--- src/rtl/cfd_pkg.sv ---
package cfd_pkg;
    localparam int BYTE_W  = 8;
    localparam int ADDR_W  = 4;
    localparam int DATA_W  = 8;
    localparam int WORD_W  = 2 * BYTE_W;
    localparam int HDR_LEN = 5;
    localparam int IDX_W   = $clog2(HDR_LEN);

    localparam logic [BYTE_W-1:0] FRAME_MARK = 8'h7E;

    typedef enum logic [2:0] {
        ST_HUNT,
        ST_HDR,
        ST_HI,
        ST_LO,
        ST_SKIP
    } pstate_e;

    // opening sequence byte at position i
    function automatic logic [BYTE_W-1:0] hdr_byte(input logic [IDX_W-1:0] i);
        case (i)
            3'd0:    hdr_byte = 8'h40;
            3'd1:    hdr_byte = 8'h4C;
            3'd2:    hdr_byte = 8'h44;
            3'd3:    hdr_byte = 8'h53;
            default: hdr_byte = FRAME_MARK;
        endcase
    endfunction

    typedef struct packed {
        pstate_e             st;
        logic [IDX_W-1:0]    idx;
        logic [BYTE_W-1:0]   hi;
        logic                stb;
        logic [ADDR_W-1:0]   addr;
        logic [DATA_W-1:0]   data;
        logic [DATA_W-1:0]   bank;
    } parse_t;
endpackage

--- src/rtl/cfd_word_unpack.sv ---
module cfd_word_unpack
    import cfd_pkg::*;
(
    input  logic [WORD_W-1:0] word,
    output logic              ok,
    output logic [ADDR_W-1:0] addr,
    output logic [DATA_W-1:0] value
);
    always_comb begin
        value = {word[13:12], word[5:0]};
        addr  = word[11:8];
        ok    = !word[15] && !word[7]
                && (word[14] != value[7])
                && (word[6]  != value[5]);
    end
endmodule

--- src/rtl/cfd_bank_reg.sv ---
module cfd_bank_reg #(
    parameter int W = 8
) (
    input  logic         clk,
    input  logic         rst_n,
    input  logic         we,
    input  logic [W-1:0] wdata,
    output logic [W-1:0] bank
);
    logic [W-1:0] bank_d, bank_q;

    always_comb begin
        bank_d = bank_q;
        if (we) bank_d = wdata;
    end

    always_ff @(posedge clk) begin
        if (!rst_n) bank_q <= '0;
        else        bank_q <= bank_d;
    end

    assign bank = bank_q;
endmodule

--- src/rtl/cfd_frame_fsm.sv ---
module cfd_frame_fsm
    import cfd_pkg::*;
#(
    parameter logic [ADDR_W-1:0] BANK_ADDR = 4'hF
) (
    input  logic              clk,
    input  logic              rst_n,
    input  logic              in_valid,
    input  logic [BYTE_W-1:0] in_data,
    input  logic              word_ok,
    input  logic [ADDR_W-1:0] word_addr,
    input  logic [DATA_W-1:0] word_value,
    input  logic [DATA_W-1:0] bank,
    output logic [BYTE_W-1:0] hi_byte,
    output logic              bank_we,
    output logic              wr_stb,
    output logic [DATA_W-1:0] wr_bank,
    output logic [ADDR_W-1:0] wr_addr,
    output logic [DATA_W-1:0] wr_data
);
    parse_t q, d;
    logic   accept;
    logic   is_mark;

    assign is_mark = (in_data == FRAME_MARK);

    always_comb begin
        d      = q;
        d.stb  = 1'b0;
        accept = 1'b0;
        if (in_valid) begin
            case (q.st)
                ST_HUNT: begin
                    if (in_data == hdr_byte('0)) begin
                        d.st  = ST_HDR;
                        d.idx = IDX_W'(1);
                    end
                end
                ST_HDR: begin
                    if (in_data == hdr_byte(q.idx)) begin
                        if (q.idx == IDX_W'(HDR_LEN - 1)) d.st = ST_HI;
                        else                              d.idx = q.idx + 1'b1;
                    end else if (in_data == hdr_byte('0)) begin
                        d.idx = IDX_W'(1);
                    end else begin
                        d.st = ST_HUNT;
                    end
                end
                ST_HI: begin
                    if (is_mark) begin
                        d.st = ST_HUNT;
                    end else begin
                        d.hi = in_data;
                        d.st = ST_LO;
                    end
                end
                ST_LO: begin
                    if (is_mark) begin
                        d.st = ST_HUNT;
                    end else if (word_ok) begin
                        accept = 1'b1;
                        d.stb  = 1'b1;
                        d.addr = word_addr;
                        d.data = word_value;
                        d.bank = bank;
                        d.st   = ST_HI;
                    end else begin
                        d.st = ST_SKIP;
                    end
                end
                ST_SKIP: begin
                    if (is_mark) d.st = ST_HUNT;
                end
                default: d.st = ST_HUNT;
            endcase
        end
    end

    always_ff @(posedge clk) begin
        if (!rst_n) q <= '0;
        else        q <= d;
    end

    assign hi_byte = q.hi;
    assign bank_we = accept && (word_addr == BANK_ADDR);
    assign wr_stb  = q.stb;
    assign wr_bank = q.bank;
    assign wr_addr = q.addr;
    assign wr_data = q.data;
endmodule

--- src/rtl/cmd_frame_decoder.sv ---
module cmd_frame_decoder
    import cfd_pkg::*;
#(
    parameter logic [ADDR_W-1:0] BANK_ADDR = 4'hF
) (
    input  logic              clk,
    input  logic              rst_n,
    input  logic              in_valid,
    input  logic [BYTE_W-1:0] in_data,
    output logic              in_ready,
    output logic              wr_stb,
    output logic [DATA_W-1:0] wr_bank,
    output logic [ADDR_W-1:0] wr_addr,
    output logic [DATA_W-1:0] wr_data
);
    logic [BYTE_W-1:0] hi_byte;
    logic              word_ok;
    logic [ADDR_W-1:0] word_addr;
    logic [DATA_W-1:0] word_value;
    logic [DATA_W-1:0] bank_q;
    logic              bank_we;

    assign in_ready = 1'b1;

    cfd_word_unpack u_unpack (
        .word  ({hi_byte, in_data}),
        .ok    (word_ok),
        .addr  (word_addr),
        .value (word_value)
    );

    cfd_bank_reg #(.W(DATA_W)) u_bank (
        .clk   (clk),
        .rst_n (rst_n),
        .we    (bank_we),
        .wdata (word_value),
        .bank  (bank_q)
    );

    cfd_frame_fsm #(.BANK_ADDR(BANK_ADDR)) u_fsm (
        .clk        (clk),
        .rst_n      (rst_n),
        .in_valid   (in_valid),
        .in_data    (in_data),
        .word_ok    (word_ok),
        .word_addr  (word_addr),
        .word_value (word_value),
        .bank       (bank_q),
        .hi_byte    (hi_byte),
        .bank_we    (bank_we),
        .wr_stb     (wr_stb),
        .wr_bank    (wr_bank),
        .wr_addr    (wr_addr),
        .wr_data    (wr_data)
    );
endmodule

--- config.mk ---
export PLATFORM = sky130hd
export DESIGN_NAME = cmd_frame_decoder
export DESIGN_NICKNAME = d
export VERILOG_FILES = /design/src/rtl/cfd_pkg.sv /design/src/rtl/cfd_word_unpack.sv /design/src/rtl/cfd_bank_reg.sv /design/src/rtl/cfd_frame_fsm.sv /design/src/rtl/cmd_frame_decoder.sv
export SDC_FILE = /design/constraint.sdc
export NUM_CORES = 1
export LEC_CHECK = 0
export ABC_CLOCK_PERIOD_IN_PS = 2600
export CAP_MARGIN = 10
export CORE_MARGIN = 5
export CORE_UTILIZATION = 48
export DETAILED_ROUTE_END_ITERATION = 8
export GPL_TIMING_DRIVEN = 0
export PLACE_DENSITY = 0.78
export SLEW_MARGIN = 20
export SYNTH_ARGS = -nofsm -noshare
export SYNTH_HDL_FRONTEND = slang
export SYNTH_SLANG_ARGS = --single-unit
--- constraint.sdc ---
create_clock -name clk -period 2.6 [get_ports clk]
set_input_delay 0.26 -clock clk [delete_from_list [all_inputs] [get_ports clk]]
set_output_delay 0.26 -clock clk [all_outputs]
set_load 0.03 [all_outputs]
==> impl_metrics.csv <==
group,metric,value,unit
status,status,"completed",
power_and_ir_drop,intPower,0.966,mW
synth,synth.most_common_cell,"dfxtp_1",
setup_path,ff2ff_setup_slack,120,ps
drt,wl_per_cell,13.3,um
clocking,cts_hold_buf,0,
synth,yosys.area.top_type_share,41.4,%
timing,period_share,96.3,%
setup_path,crit_path_end_kind,"flop",
die,ios,33,
drt,drt_first_pass_iters,4,
setup_path,critPathBufInv,1,
synth,synth_commonest_cells,"43 x dfxtp_1, 41 x nor2_1, 39 x mux2i_1",
setup_path,cp_top_family,"simple AND/OR/NAND/NOR gates",
setup_path,cp-start-kind,"input pin",
timing,setup_tns,0,ps
setup_path,path_max_fanout,8,
synth,async_reset_ff_share,0,%
setup_path,slowest_delay,600,ps
setup_path,cp_cell_sequence,"clkdlybuf4s50_1 -> or4_4 -> a2111oi_4 -> o21ai_2 -> or2_4 -> mux2_4 -> mux2i_1",
place,gp_congestion,0.845,
cells_and_area,n_antenna_cell,0,
place,pre_cts_ws,-310,ps
place,portBuffers,28,
drt,ant_nets,0,
cells_and_area,area_growth,24.4,%
power_and_ir_drop,power_frac_comb,4.7,%
setup_path,criticalPathCategory,"in -> reg",
clocking,cts.path.max_buffers,2,
setup_path,cp_data_required_time,2790,ps
synth,yosysTopAreaCell,"dfxtp_1",
place,dp_cells,302,
setup_path,r2r-start,"u_fsm.q[30]",
place,post-dp-hpwl,3010,um
power_and_ir_drop,seqPwrFrac,53.2,%
clocking,clock-root-buffer,"clkbuf_8",
die,dieArea,5750,um^2
drt,dr_total_vias,1619,
global_routing,grt_max_degree,15,
clocking,ctsHtreeMaxLevel,2,
timing,relSlewSlack,61.9,%
clocking,clk_pin_slew,80,ps
die,num_rows,24,
flow_run,drv_cap,0,
cells_and_area,finalNonFillerCells,312,
cells_and_area,fin_nets,275,
power_and_ir_drop,p_switching,0.271,mW
power_and_ir_drop,p_leak,1.16,nW
synth,synth_cells,222,
timing,fmax,0.399,GHz
clocking,insertion_delay,300,ps
setup_path,r2r_cells,8,
synth,synth_ff_type,"dfxtp_1",
timing,fin_skew,5.99,ps
global_routing,grt_pass1_vias,1447,
synth,ys_seq_area_share,41.4,%
setup_path,slowest_stage,"or4_4",
cells_and_area,drive_gt1_share,18.5,%
cells_and_area,final_core_util,60.6,%
drt,first_iter_violations,51,
timing,hold_violations,0,
power_and_ir_drop,power_density,478,nW/um^2
setup_path,r2r_end,"u_fsm.q[31]",
global_routing,grt.overflow.total,0,
clocking,cts_num_sinks,43,
clocking,cts_made_buffers,5,
die,chipWidth,75.8,um
synth,yosys_register_bits,43,
clocking,cts_tree,"yes",
timing,period_needed,2500,ps
power_and_ir_drop,p_total,1.24,mW
timing,slew_viol_final,0,
power_and_ir_drop,switching_share,21.9,%
synth,ys_types,38,
drt,vias_per_cell,5.19,
setup_path,cp.depth,7,
timing,setup_slack,96.7,ps
die,die_h,75.8,um
cells_and_area,fill_cells,375,
global_routing,antenna_found_initial,0,
power_and_ir_drop,peakVddDrop,0.000520,V
die,core,4260,um^2
drt,drc,0,
synth,synth_area,2080,um^2
hold_path,hold_start,"rst_n",
timing,worst_pin_slew,569,ps
setup_path,crit_arrival,2690,ps
setup_path,endpoint,"u_fsm.q[31]",
global_routing,grt_pass1_wl,6720,um
die,start_util,48.7,%
synth,ys_top_cells_by_area,"dfxtp_1 41%, mux2i_1 19%, buf_4 7.6%",
drt,routed_wl,4150,um
power_and_ir_drop,clkPwrFrac,42.1,%
synth,yosysWarningCount,0,
synth,synthesis.nets,238,
timing,setup-violations-final,0,
synth,avgSynthCellArea,9.36,um^2
global_routing,grt_usage,15.3,%
synth,synth_edf_count,0,
hold_path,hold_path.class,"in -> reg",
setup_path,startpoint,"in_data[2]",
## repair_timing
action,in CTS,in global routing
hold endpoints to repair,0,0
setup endpoints to repair,6,4
buffers inserted,0,2
gates resized for setup,4,6
pin swaps,1,1
## state kept, by name (all words and copies together), names as in the netlist
name           cells
u_bank.bank        8
u_fsm.wr_bank      8
u_fsm.wr_addr      4
u_fsm.hi_byte      8
u_fsm.wr_stb       1
u_fsm.q            6
u_fsm.wr_data      8
## cells by family after synthesis
logic type,after synthesis,share of synthesized area [%]
AOI/OAI and AO/OA,19,7.04
muxes,40,19.5
DFF,43,41.4
xor gates and xnor gates,4,1.69
and+or+nand+nor,73,16.6
adders and majority gates,5,3.01
other,1,0.180
buffers and inverters,37,10.6
## cell usage in the layout (no fill, tap or decap), types with 5 or more instances in the layout
cell / n
a21oi_1: 5
buf_4: 23
clkbuf_1: 7
clkbuf_8: 5
clkdlybuf4s50_1: 28
dfxtp_1: 41
inv_1: 6
mux2i_1: 39
nand2_1: 8
nor2_1: 41
or3_1: 5
## stage by stage
stage	hold slack, ps	area [um^2]
2_1_floorplan	404	2080
3_3_place_gp	472	2420
3_5_place_dp	482	2420
4_1_cts	331	2560
5_1_grt	346	2580
6_report	327	2580
## power by group through the flow
| stage | Sequential (mW) | Combinational, mW | Clock (mW) |
|---|---|---|---|
| floorplan | 0.674 | 0.0283 | 0 |
| global placement | 0.674 | 0.0548 | 0 |
| detailed placement | 0.674 | 0.0550 | 0 |
| CTS | 0.658 | 0.0572 | 0.530 |
| global route | 0.658 | 0.0627 | 0.557 |
| finish | 0.658 | 0.0583 | 0.520 |
## tightest hold or removal path, delay by kind of cell
kind                   cells  cell delay [ps]
and+or+nand+nor            1              110
muxes                      1               50
buffers and inverters      1              170
## worst min path at each step
stage / to / cells after the start
floorplan: u_fsm.hi_byte[0] / 2
global placement: u_fsm.wr_bank[3] / 2
detailed placement: u_bank.bank[3] / 2
CTS: u_fsm.q[34] / 3
global route: u_fsm.q[29] / 2
finish: u_fsm.q[30] / 3
## per-layer routing
layer / GRT usage (%) / wire length, um / up-vias
met5: 0 / 0 / -
met4: 5.83 / 67 / 0
met3: 4.35 / 198 / 8
met2: 23.8 / 1980 / 33
met1: 20.1 / 1910 / 765
li1: - / - / 813
## final cells by class
class	count	area, um^2	area share (%)
tap	52	65.1	2.52
clock buffer	5	68.8	2.66
clock inverter	3	43.8	1.69
sequential	43	863	33.4
timing repair buffer	30	295	11.4
buffer	31	201	7.79
inverter	6	22.5	0.871
multi-input combinational	142	1020	39.6
Note: power is estimated with default switching activity, not from simulation.
